File: config.mk
export PLATFORM = sky130hd
export DESIGN_NAME = aud_fifo_irq_unit
export DESIGN_NICKNAME = d
export VERILOG_FILES = /design/src/rtl/aud_pkg.sv /design/src/rtl/aud_fifo.sv /design/src/rtl/aud_status.sv /design/src/rtl/aud_fifo_irq_unit.sv
export SDC_FILE = /design/constraint.sdc
export NUM_CORES = 1
export LEC_CHECK = 0
export BUFFER_PORTS_ARGS = -buffer_cell sky130_fd_sc_hd__buf_2
export CELL_PAD_IN_SITES_DETAIL_PLACEMENT = 1
export CELL_PAD_IN_SITES_GLOBAL_PLACEMENT = 1
export CORE_ASPECT_RATIO = 1.5
export CORE_MARGIN = 8
export CORE_UTILIZATION = 50
export CTS_CLUSTER_DIAMETER = 50
export DETAILED_ROUTE_END_ITERATION = 6
export GPL_TIMING_DRIVEN = 0
export PLACE_DENSITY_LB_ADDON = 0.1
export SLEW_MARGIN = 20
export SYNTH_ARGS = -nofsm -noshare
export SYNTH_HDL_FRONTEND = slang
export SYNTH_SLANG_ARGS = --single-unit
File: constraint.sdc
create_clock -name clk -period 3.25 [get_ports clk]
set_clock_uncertainty 0.15 [all_clocks]
set_input_delay 0.1625 -clock clk [delete_from_list [all_inputs] [get_ports clk]]
set_output_delay 0.1625 -clock clk [all_outputs]
set_load 0.05 [all_outputs]
File: src/rtl/aud_pkg.sv
package aud_pkg;

    // register word indices
    localparam logic [2:0] A_CTRL = 3'd0;
    localparam logic [2:0] A_STAT = 3'd1;
    localparam logic [2:0] A_MASK = 3'd2;
    localparam logic [2:0] A_CLR  = 3'd3;
    localparam logic [2:0] A_DATA = 3'd4;

    // control bit positions
    localparam int C_RXTH_LO = 12;
    localparam int C_TXTH_LO = 8;
    localparam int C_SRST    = 3;
    localparam int C_EN      = 0;
    localparam int TH_W      = 4;

    // status / mask / clear bit positions
    localparam int S_OFF  = 7;
    localparam int S_OVR  = 6;
    localparam int S_UDR  = 5;
    localparam int S_RXSV = 4;
    localparam int S_TXSV = 3;
    localparam int S_BUSY = 2;
    localparam int S_RXNE = 1;
    localparam int S_TXNF = 0;

    typedef struct packed {
        logic [TH_W-1:0] rx_th;
        logic [TH_W-1:0] tx_th;
        logic            srst;
        logic            en;
    } ctrl_t;

endpackage

File: src/rtl/aud_fifo.sv
module aud_fifo #(
    parameter int DW    = 32,
    parameter int DEPTH = 16
) (
    input  logic                     clk,
    input  logic                     rst_n,
    input  logic                     flush,
    input  logic                     wr_en,
    input  logic [DW-1:0]            wr_data,
    input  logic                     rd_en,
    output logic [DW-1:0]            head,
    output logic [$clog2(DEPTH):0]   count,
    output logic                     full,
    output logic                     empty,
    output logic                     wr_drop,
    output logic                     rd_drop
);
    localparam int PW = $clog2(DEPTH);
    localparam int CW = PW + 1;
    localparam logic [CW-1:0] FULL_CNT = CW'(DEPTH);
    localparam logic [PW-1:0] LAST     = PW'(DEPTH - 1);

    typedef struct packed {
        logic [DEPTH-1:0][DW-1:0] mem;
        logic [PW-1:0]            wp;
        logic [PW-1:0]            rp;
        logic [CW-1:0]            cnt;
    } fifo_st_t;

    fifo_st_t s_d, s_q;
    logic     do_wr, do_rd;

    assign full    = (s_q.cnt == FULL_CNT);
    assign empty   = (s_q.cnt == '0);
    assign do_wr   = wr_en && !full;
    assign do_rd   = rd_en && !empty;
    assign wr_drop = wr_en && full;
    assign rd_drop = rd_en && empty;
    assign count   = s_q.cnt;
    assign head    = empty ? '0 : s_q.mem[s_q.rp];

    always_comb begin
        s_d = s_q;
        if (flush) begin
            s_d.wp  = '0;
            s_d.rp  = '0;
            s_d.cnt = '0;
        end else begin
            if (do_wr) begin
                s_d.mem[s_q.wp] = wr_data;
                s_d.wp = (s_q.wp == LAST) ? '0 : s_q.wp + 1'b1;
            end
            if (do_rd) begin
                s_d.rp = (s_q.rp == LAST) ? '0 : s_q.rp + 1'b1;
            end
            case ({do_wr, do_rd})
                2'b10:   s_d.cnt = s_q.cnt + 1'b1;
                2'b01:   s_d.cnt = s_q.cnt - 1'b1;
                default: s_d.cnt = s_q.cnt;
            endcase
        end
    end

    always_ff @(posedge clk or negedge rst_n) begin
        if (!rst_n) s_q <= '0;
        else        s_q <= s_d;
    end


    no_overflow_chk: assert property (@(posedge clk) disable iff (!rst_n)
        s_q.cnt <= FULL_CNT);


    full_drop_chk: assert property (@(posedge clk) disable iff (!rst_n)
        (full && wr_en && !rd_en && !flush) |=> full);


    empty_read_chk: assert property (@(posedge clk) disable iff (!rst_n)
        (empty && rd_en && !wr_en) |=> empty);

endmodule

File: src/rtl/aud_status.sv
module aud_status #(
    parameter int DEPTH = 16
) (
    input  aud_pkg::ctrl_t           ctrl,
    input  logic [$clog2(DEPTH):0]   rx_cnt,
    input  logic [$clog2(DEPTH):0]   tx_cnt,
    input  logic                     ovr,
    input  logic                     udr,
    input  logic                     busy,
    input  logic [3:0]               mask,
    output logic [7:0]               stat,
    output logic                     irq
);
    import aud_pkg::*;
    localparam int CW = $clog2(DEPTH) + 1;
    localparam logic [CW-1:0] FULL_CNT = CW'(DEPTH);

    logic [CW-1:0] rx_th_w, tx_th_w;

    always_comb begin
        rx_th_w      = CW'(ctrl.rx_th);
        tx_th_w      = CW'(ctrl.tx_th);
        stat         = '0;
        stat[S_OFF]  = !ctrl.en && !busy;
        stat[S_OVR]  = ovr;
        stat[S_UDR]  = udr;
        stat[S_RXSV] = (rx_cnt != '0) && (rx_cnt >= rx_th_w);
        stat[S_TXSV] = (tx_cnt <= tx_th_w);
        stat[S_BUSY] = busy;
        stat[S_RXNE] = (rx_cnt != '0);
        stat[S_TXNF] = (tx_cnt != FULL_CNT);
        irq          = |(stat[S_OVR:S_TXSV] & mask);
    end

endmodule

File: src/rtl/aud_fifo_irq_unit.sv
module aud_fifo_irq_unit #(
    parameter int DW    = 32,
    parameter int DEPTH = 16
) (
    input  logic          clk,
    input  logic          rst_n,
    input  logic          bus_wr,
    input  logic          bus_rd,
    input  logic [2:0]    bus_addr,
    input  logic [DW-1:0] bus_wdata,
    output logic [DW-1:0] bus_rdata,
    input  logic          link_push,
    input  logic [DW-1:0] link_rx_data,
    input  logic          link_pop,
    output logic [DW-1:0] link_tx_data,
    input  logic          link_busy,
    output logic          link_en,
    output logic          irq
);
    import aud_pkg::*;
    localparam int CW = $clog2(DEPTH) + 1;

    typedef struct packed {
        ctrl_t         ctrl;
        logic [3:0]    mask;
        logic          ovr;
        logic          udr;
        logic [DW-1:0] rdata;
    } regs_t;

    regs_t r_d, r_q;

    logic          srst;
    logic          wr_ctrl, wr_mask, wr_clr, wr_data, rd_data;
    logic [DW-1:0] rx_head;
    logic [CW-1:0] rx_cnt, tx_cnt;
    logic          rx_full, rx_empty, rx_wdrop, rx_rdrop;
    logic          tx_full, tx_empty, tx_wdrop, tx_rdrop;
    logic [7:0]    stat;

    assign srst    = r_q.ctrl.srst;
    assign wr_ctrl = bus_wr && (bus_addr == A_CTRL);
    assign wr_mask = bus_wr && (bus_addr == A_MASK);
    assign wr_clr  = bus_wr && (bus_addr == A_CLR);
    assign wr_data = bus_wr && (bus_addr == A_DATA);
    assign rd_data = bus_rd && (bus_addr == A_DATA);

    aud_fifo #(.DW(DW), .DEPTH(DEPTH)) u_txq (
        .clk     (clk),
        .rst_n   (rst_n),
        .flush   (srst),
        .wr_en   (wr_data),
        .wr_data (bus_wdata),
        .rd_en   (link_pop),
        .head    (link_tx_data),
        .count   (tx_cnt),
        .full    (tx_full),
        .empty   (tx_empty),
        .wr_drop (tx_wdrop),
        .rd_drop (tx_rdrop)
    );

    aud_fifo #(.DW(DW), .DEPTH(DEPTH)) u_rxq (
        .clk     (clk),
        .rst_n   (rst_n),
        .flush   (srst),
        .wr_en   (link_push),
        .wr_data (link_rx_data),
        .rd_en   (rd_data),
        .head    (rx_head),
        .count   (rx_cnt),
        .full    (rx_full),
        .empty   (rx_empty),
        .wr_drop (rx_wdrop),
        .rd_drop (rx_rdrop)
    );

    aud_status #(.DEPTH(DEPTH)) u_stat (
        .ctrl   (r_q.ctrl),
        .rx_cnt (rx_cnt),
        .tx_cnt (tx_cnt),
        .ovr    (r_q.ovr),
        .udr    (r_q.udr),
        .busy   (link_busy),
        .mask   (r_q.mask),
        .stat   (stat),
        .irq    (irq)
    );

    always_comb begin
        r_d = r_q;

        // control register; a soft reset write keeps only the reset bit
        if (wr_ctrl) begin
            if (bus_wdata[C_SRST]) begin
                r_d.ctrl      = '0;
                r_d.ctrl.srst = 1'b1;
            end else begin
                r_d.ctrl.rx_th = bus_wdata[C_RXTH_LO +: TH_W];
                r_d.ctrl.tx_th = bus_wdata[C_TXTH_LO +: TH_W];
                r_d.ctrl.srst  = 1'b0;
                r_d.ctrl.en    = bus_wdata[C_EN];
            end
        end

        if (srst) begin
            r_d.mask = '0;
            r_d.ovr  = 1'b0;
            r_d.udr  = 1'b0;
        end else begin
            if (wr_mask) r_d.mask = bus_wdata[S_OVR:S_TXSV];
            // set wins over a same-cycle clear
            r_d.ovr = rx_wdrop || (r_q.ovr && !(wr_clr && bus_wdata[S_OVR]));
            r_d.udr = tx_rdrop || (r_q.udr && !(wr_clr && bus_wdata[S_UDR]));
        end

        if (bus_rd) begin
            case (bus_addr)
                A_CTRL:  r_d.rdata = DW'({r_q.ctrl.rx_th, r_q.ctrl.tx_th, 4'b0,
                                          r_q.ctrl.srst, 2'b0, r_q.ctrl.en});
                A_STAT:  r_d.rdata = DW'(stat);
                A_MASK:  r_d.rdata = DW'({r_q.mask, 3'b0});
                A_DATA:  r_d.rdata = rx_head;
                default: r_d.rdata = '0;
            endcase
        end
    end

    always_ff @(posedge clk or negedge rst_n) begin
        if (!rst_n) r_q <= '0;
        else        r_q <= r_d;
    end

    assign bus_rdata = r_q.rdata;
    assign link_en   = r_q.ctrl.en;


    ovr_sticky_chk: assert property (@(posedge clk) disable iff (!rst_n)
        (r_q.ovr && !srst && !(wr_clr && bus_wdata[S_OVR])) |=> stat[S_OVR]);


    ovr_set_chk: assert property (@(posedge clk) disable iff (!rst_n)
        (link_push && rx_full && !srst) |=> stat[S_OVR]);


    udr_set_chk: assert property (@(posedge clk) disable iff (!rst_n)
        (link_pop && tx_empty && !srst) |=> stat[S_UDR]);


    irq_source_chk: assert property (@(posedge clk) disable iff (!rst_n)
        irq |-> (|stat[S_OVR:S_TXSV]));


    srst_flush_chk: assert property (@(posedge clk) disable iff (!rst_n)
        srst |=> (rx_empty && tx_empty));


    tx_full_flag_chk: assert property (@(posedge clk) disable iff (!rst_n)
        tx_full |-> !stat[S_TXNF]);

endmodule

**Yosys cells after proc, flatten, opt, wreduce, memory -nomap -nowiden**

Cells that the tools add are included.

- Flip-flop bits (word level): 1098
- Logic and storage cells: 150

- Add/sub/neg operators: 8
- $lt $le $gt $ge: 8
- Eq/ne operators: 15
- Multiplexer cells: 28
- Bitwise logic cells: 2
- Reduce and logical (&&, ||, !) cells: 43

Operators by type and width:

| cell | number |
|---|---|
| $bwmux W512 | 2 |
| $bmux W32 S4 | 2 |
| $demux W32 S4 | 2 |
| $mux W32 | 6 |
| $pmux W32 S4 | 1 |
| $mux W4 | 9 |
| $mux W13 | 2 |
| $lt A4 B5 Y1 const B | 4 |
| $pmux W5 S2 | 2 |
| $logic_and A1 B1 Y1 | 19 |
| $add A4 B1 Y4 const B | 4 |
| $eq A4 B4 Y1 const B | 4 |
| $add A5 B1 Y5 const B | 2 |
| $eq A5 B5 Y1 const B | 2 |
| $logic_not A5 Y1 | 2 |
| $mux W10 | 1 |
| $reduce_bool A2 Y1 | 5 |
| $sub A5 B1 Y5 const B | 2 |
| $ge A4 B1 Y1 const B | 2 |
| $logic_not A1 Y1 | 8 |
| $eq A3 B2 Y1 const B | 2 |
| $mux W6 | 1 |
| $reduce_bool A3 Y1 | 2 |
| $ge A5 B4 Y1 | 1 |
| other kinds (13) | 17 |

**Depth between registers and ports, before layout**

- Word-level depth: 7
- Mapped depth: 11

**Cells and area by module**

Synthesis repeated with hierarchy kept, for this count alone.

- Cells, all modules: 3283
- Area total of the unflattened synthesis: 52106.2 um^2

By module, submodules not included:

| module | instances | cells an instance | area an instance (um^2) |
|---|---|---|---|
| aud_fifo (u_rxq) | 1 | 1520 | 24812.5 |
| aud_fifo (u_txq) | 1 | 1515 | 24648.6 |
| aud_fifo_irq_unit | 1 | 210 | 2347.3 |
| aud_status | 1 | 38 | 297.8 |

**Worst setup path before layout**

No wires, ideal clock.

- Kind: register -> register
- From: register u_txq.s_q, in the netlist u_txq.count[2]
- To: register u_txq.s_q, in the netlist u_txq.count[4]
- Library setup time: 0.125 ns
- Data arrival time: 2.591 ns
- Setup slack: 0.384 ns
- Stages on the path, launching flop included: 10
- Path buffers: 0
- Cells stage by stage: dfrtp_1 -> or4_1 -> o21ai_2 -> nor2_1 -> xor2_1 -> ha_1 -> or3_1 -> a21oi_1 -> a2bb2oi_1 -> mux2_2

- Longest elaborated chain between the ends: 6

RTL lines:

| element | RTL line | text |
|---|---|---|
| start, declared | aud_fifo.sv:30 | `fifo_st_t s_d, s_q;` |
| $eq A5 B5 Y1 or $logic_not A5 Y1 (tied branches) | aud_fifo.sv:33, aud_fifo.sv:34 |  |
| $logic_not A1 Y1, on equally long branches | aud_fifo.sv:35, aud_fifo.sv:36 |  |
| $logic_and A1 B1 Y1, on equally long branches | aud_fifo.sv:35, aud_fifo.sv:36 |  |
| $eq A2 B1 Y1 or $eq A2 B2 Y1 (tied branches) | aud_fifo.sv:56 | `case ({do_wr, do_rd})` |
| $pmux W5 S2 | aud_fifo.sv:56 |  |
| $mux W13 | aud_fifo.sv:44 | `if (flush) begin` |

Several ways; a longest one is shown, not always the timed one.
A chain may end at the register's enable or synchronous reset.

**Worst setup path in the final report**

- From: register u_txq.s_q[5] (netlist name)
- To: output link_tx_data[27]

- Longest elaborated chain between the ends: 3

RTL lines:

| element | RTL line | text |
|---|---|---|
| $bmux W32 S4 | aud_fifo.sv:40 | `assign head = empty ? '0 : s_q.mem[s_q.rp];` |
| $mux W32 (implied by the code) | aud_fifo.sv:40 |  |
| $mux W32 | aud_fifo.sv:40 |  |
| end, declared | aud_fifo_irq_unit.sv:15 | `output logic [DW-1:0] link_tx_data,` |

Every way passes these cells. The select of a mux whose other input is x is not followed.

==> results.json <==
{
  "status": "finished, violations left",
  "violations": "negative hold slack, negative setup slack",
  "clk_latency_ns": 0.72,
  "critPathTopFamily": "multiplexers",
  "crit_type": "reg2out",
  "avgRoutedWirePerCell_um": 30.60,
  "die_y_um": 407.0,
  "synth-edff-count": 0,
  "grt_max_degree": 156,
  "cts_buffers": 115,
  "final_cell_mix": "1096 x dfrtp_1, 893 x mux2_2, 288 x mux4_2",
  "first_pass_iters": 6,
  "syn_nets": 3297,
  "ys_seq_area_share_pct": 53.92,
  "clk_pin_slew_ns": 0.06,
  "hp-class": "in2async",
  "worst_slack_ns": -0.09718,
  "drt_wl_total_um": 152300,
  "num_vias": 30070,
  "cts_buffer_depth": 3,
  "report.final.slew_viol_count": 0,
  "critPathRequiredTime_ns": 2.94,
  "yosysTopAreaCell": "dfrtp_1",
  "max_freq_mhz": 298.8,
  "min_period_ns": 3.347,
  "io_pins": 140,
  "yosysWarnings": 0,
  "tightest_slew_ns": 1.096,
  "area.growth.synth_to_final_pct": 16.95,
  "grt_pass1_vias": 35230,
  "path_cells": "buf_6, buf_12, buf_16, buf_12, mux4_2, mux4_2, nor2b_4, buf_6",
  "placementRows": 143,
  "drive_gt1_share_pct": 52.56,
  "synth.avg_cell_area_um2": 15.92,
  "synth_area_mm2": 0.05096,
  "p_leak_uw": 0.02752,
  "ir_drop_uv": 630.3,
  "tritoncts": "built",
  "antenna_found_initial": 6,
  "synth.distinct_cells": 63,
  "utilization_pct": 58.85,
  "clkSinkCount": 1098,
  "p_per_area_mw_per_mm2": 731.7,
  "ant_nets": 0,
  "gp_congestion": 0.8479,
  "cts_root_buf": "clkbuf_16",
  "io_buffers": 138,
  "worst-path-buf-inv": 5,
  "synth-async-reset-ratio_pct": 100.0,
  "start_util_pct": 50.32,
  "cp-start-kind": "flip-flop",
  "cts-htree-levels": 3,
  "finalCritPeriodShare_pct": 103.0,
  "fin_setup_tns_ns": -2.070,
  "layout.cells.most_common": "dfrtp_1",
  "final_nets": 3672,
  "synth_top_area_share_pct": 53.92,
  "synth_seq_cells": 1098,
  "gr-total-overflow": 0,
  "grt_usage_pct": 27.49,
  "synth_flop_cell": "dfrtp_1",
  "whs_ns": -0.06358,
  "setup_viol": 30,
  "dieWidth_um": 276.7,
  "cp_data_arrival_time_ns": 3.03,
  "cp_max_fo": 7,
  "cp_slowest_cell": "mux4_2",
  "grt_setup_unrepaired": "yes",
  "slowest_delay_ns": 0.53,
  "dpl.hpwl_um": 103900,
  "worst_setup_path_end_kind": "output port",
  "synthCells": 3201,
  "viasPerCell": 6.041,
  "drc": 0,
  "finalHoldViolCount": 68,
  "grt_pass1_wl_um": 233000,
  "fp.dieArea_mm2": 0.1126,
  "coreArea_mm2": 0.1013,
  "slew_headroom_pct": 26.92,
  "drv_cap": 0,
  "synth_area_leaders": "dfrtp_1 54%, mux2_2 20%, mux4_2 13%, mux2_4 3.5%, buf_4 1.2%",
  "drtIter0Drc": 1702
}
-- cells by family (layout without fill, tap and decap cells) --
group	after synthesis	after routing	share of synthesized area, %
xor gates and xnor gates	12	12	0.2063
other	0	5	0
adders and majority gates	22	22	0.5402
muxes	1369	1369	37.40
buffers and inverters	321	788	3.298
AOI/OAI and AO/OA	152	152	2.041
DFF	1098	1098	53.92
and+or+nand+nor	227	227	2.593
-- state kept, by name (all words and copies together) (netlist names) --
name         cells
u_rxq.s_q      520
u_txq.s_q      520
bus_rdata       32
r_q             14
u_rxq.count      5
u_txq.count      5
link_en          1
srst             1
-- worst reg2reg max path: cells and delay by family (launching register included) --
family	cells	cell delay, ns
buf+inv	3	1.48
mux	2	0.74
compound gates	2	0.36
flops	1	0.35
-- where the power goes --
group	switching (uW)	internal, uW	leakage (uW)
Clock	5690	8050	0.00191
Combinational	6380	6470	0.0107
Sequential	1280	15700	0.0149
Total	13400	30200	0.0275
-- cells in the mapped netlist (6+ instances only) --
cell type and instances:
o21ai_1 6, nand3_1 8, o21ai_0 26, dfrtp_1 1098
mux2_4 120, mux2_1 27, mux2i_1 41, nand2_1 39
ha_1 22, nor2_1 54, a222oi_1 8, nand2b_1 19
clkbuf_1 122, a22o_1 16, a21oi_1 39, nor3_1 6
nor2b_1 54, mux2_2 893, a211oi_1 18, o211ai_1 6
nor3_2 11, inv_1 17, buf_2 71, buf_1 20
buf_4 79, mux4_2 288, buf_6 12, xnor2_1 7
-- what timing repair did --
| action | CTS | global route |
|---|---|---|
| endpoints found under the setup margin | 67 | 270 |
| pin swaps | 0 | 4 |
| hold buffers | 75 | 0 |
| buffers inserted | 14 | 17 |
| gates resized for setup | 243 | 24 |
| cloned | 9 | 2 |
| endpoints found under the hold margin | 873 | 0 |
-- worst paths after layout --
check	start	end	slack, ns	depth (start not counted)
worst max register to register	u_rxq.s_q[6]	bus_rdata[18]	0.05	7
worst min-delay path	rst_n	u_txq.s_q[379]	-0.06	2
worst max-delay path	u_txq.s_q[5]	link_tx_data[27]	-0.1	8
max in group asynchronous	rst_n	u_rxq.s_q[499]	0.43	6
min in group clk	bus_addr[0]	bus_rdata[3]	0.07	4
worst min register to register	u_txq.s_q[241]	u_txq.s_q[241]	0.33	1
-- metal layers --
| metal | track usage [%] | vias to the layer above | wire (um) |
|---|---|---|---|
| met1 | 30.63 | 16360 | 55060 |
| met5 | 0 | - | 13 |
| met3 | 3.433 | 367 | 5245 |
| li1 | - | 12590 | - |
| met2 | 51.60 | 754 | 83690 |
| met4 | 13.77 | 2 | 8334 |
-- area by class of cell --
type / count / area, um2
antenna: 5 / 12.51
buffer: 300 / 1969
clock buffer: 165 / 3359
clock inverter: 44 / 569.3
fill: 9175 / 41680
inverter: 17 / 63.81
multi-input combinational: 1782 / 22030
sequential: 1098 / 27480
tap: 1305 / 1633
timing repair buffer: 262 / 2477
-- through the flow --
step	hold slack [ns]	cells	instance area [um2]	worst slack (ns)	power, uW
3_5_place_dp	0.09726	4652	53510	-0.5112	27920
6_report	-0.06358	4978	59590	-0.09718	43600
3_3_place_gp	0.3112	4644	53280	-20.14	27320
2_1_floorplan	-0.2831	3201	50960	0.3841	24290
4_1_cts	-0.05232	4957	59380	-0.1694	43750
5_1_grt	0.002224	4973	59580	-0.1695	45270
Power figures use the tool's default switching activity.
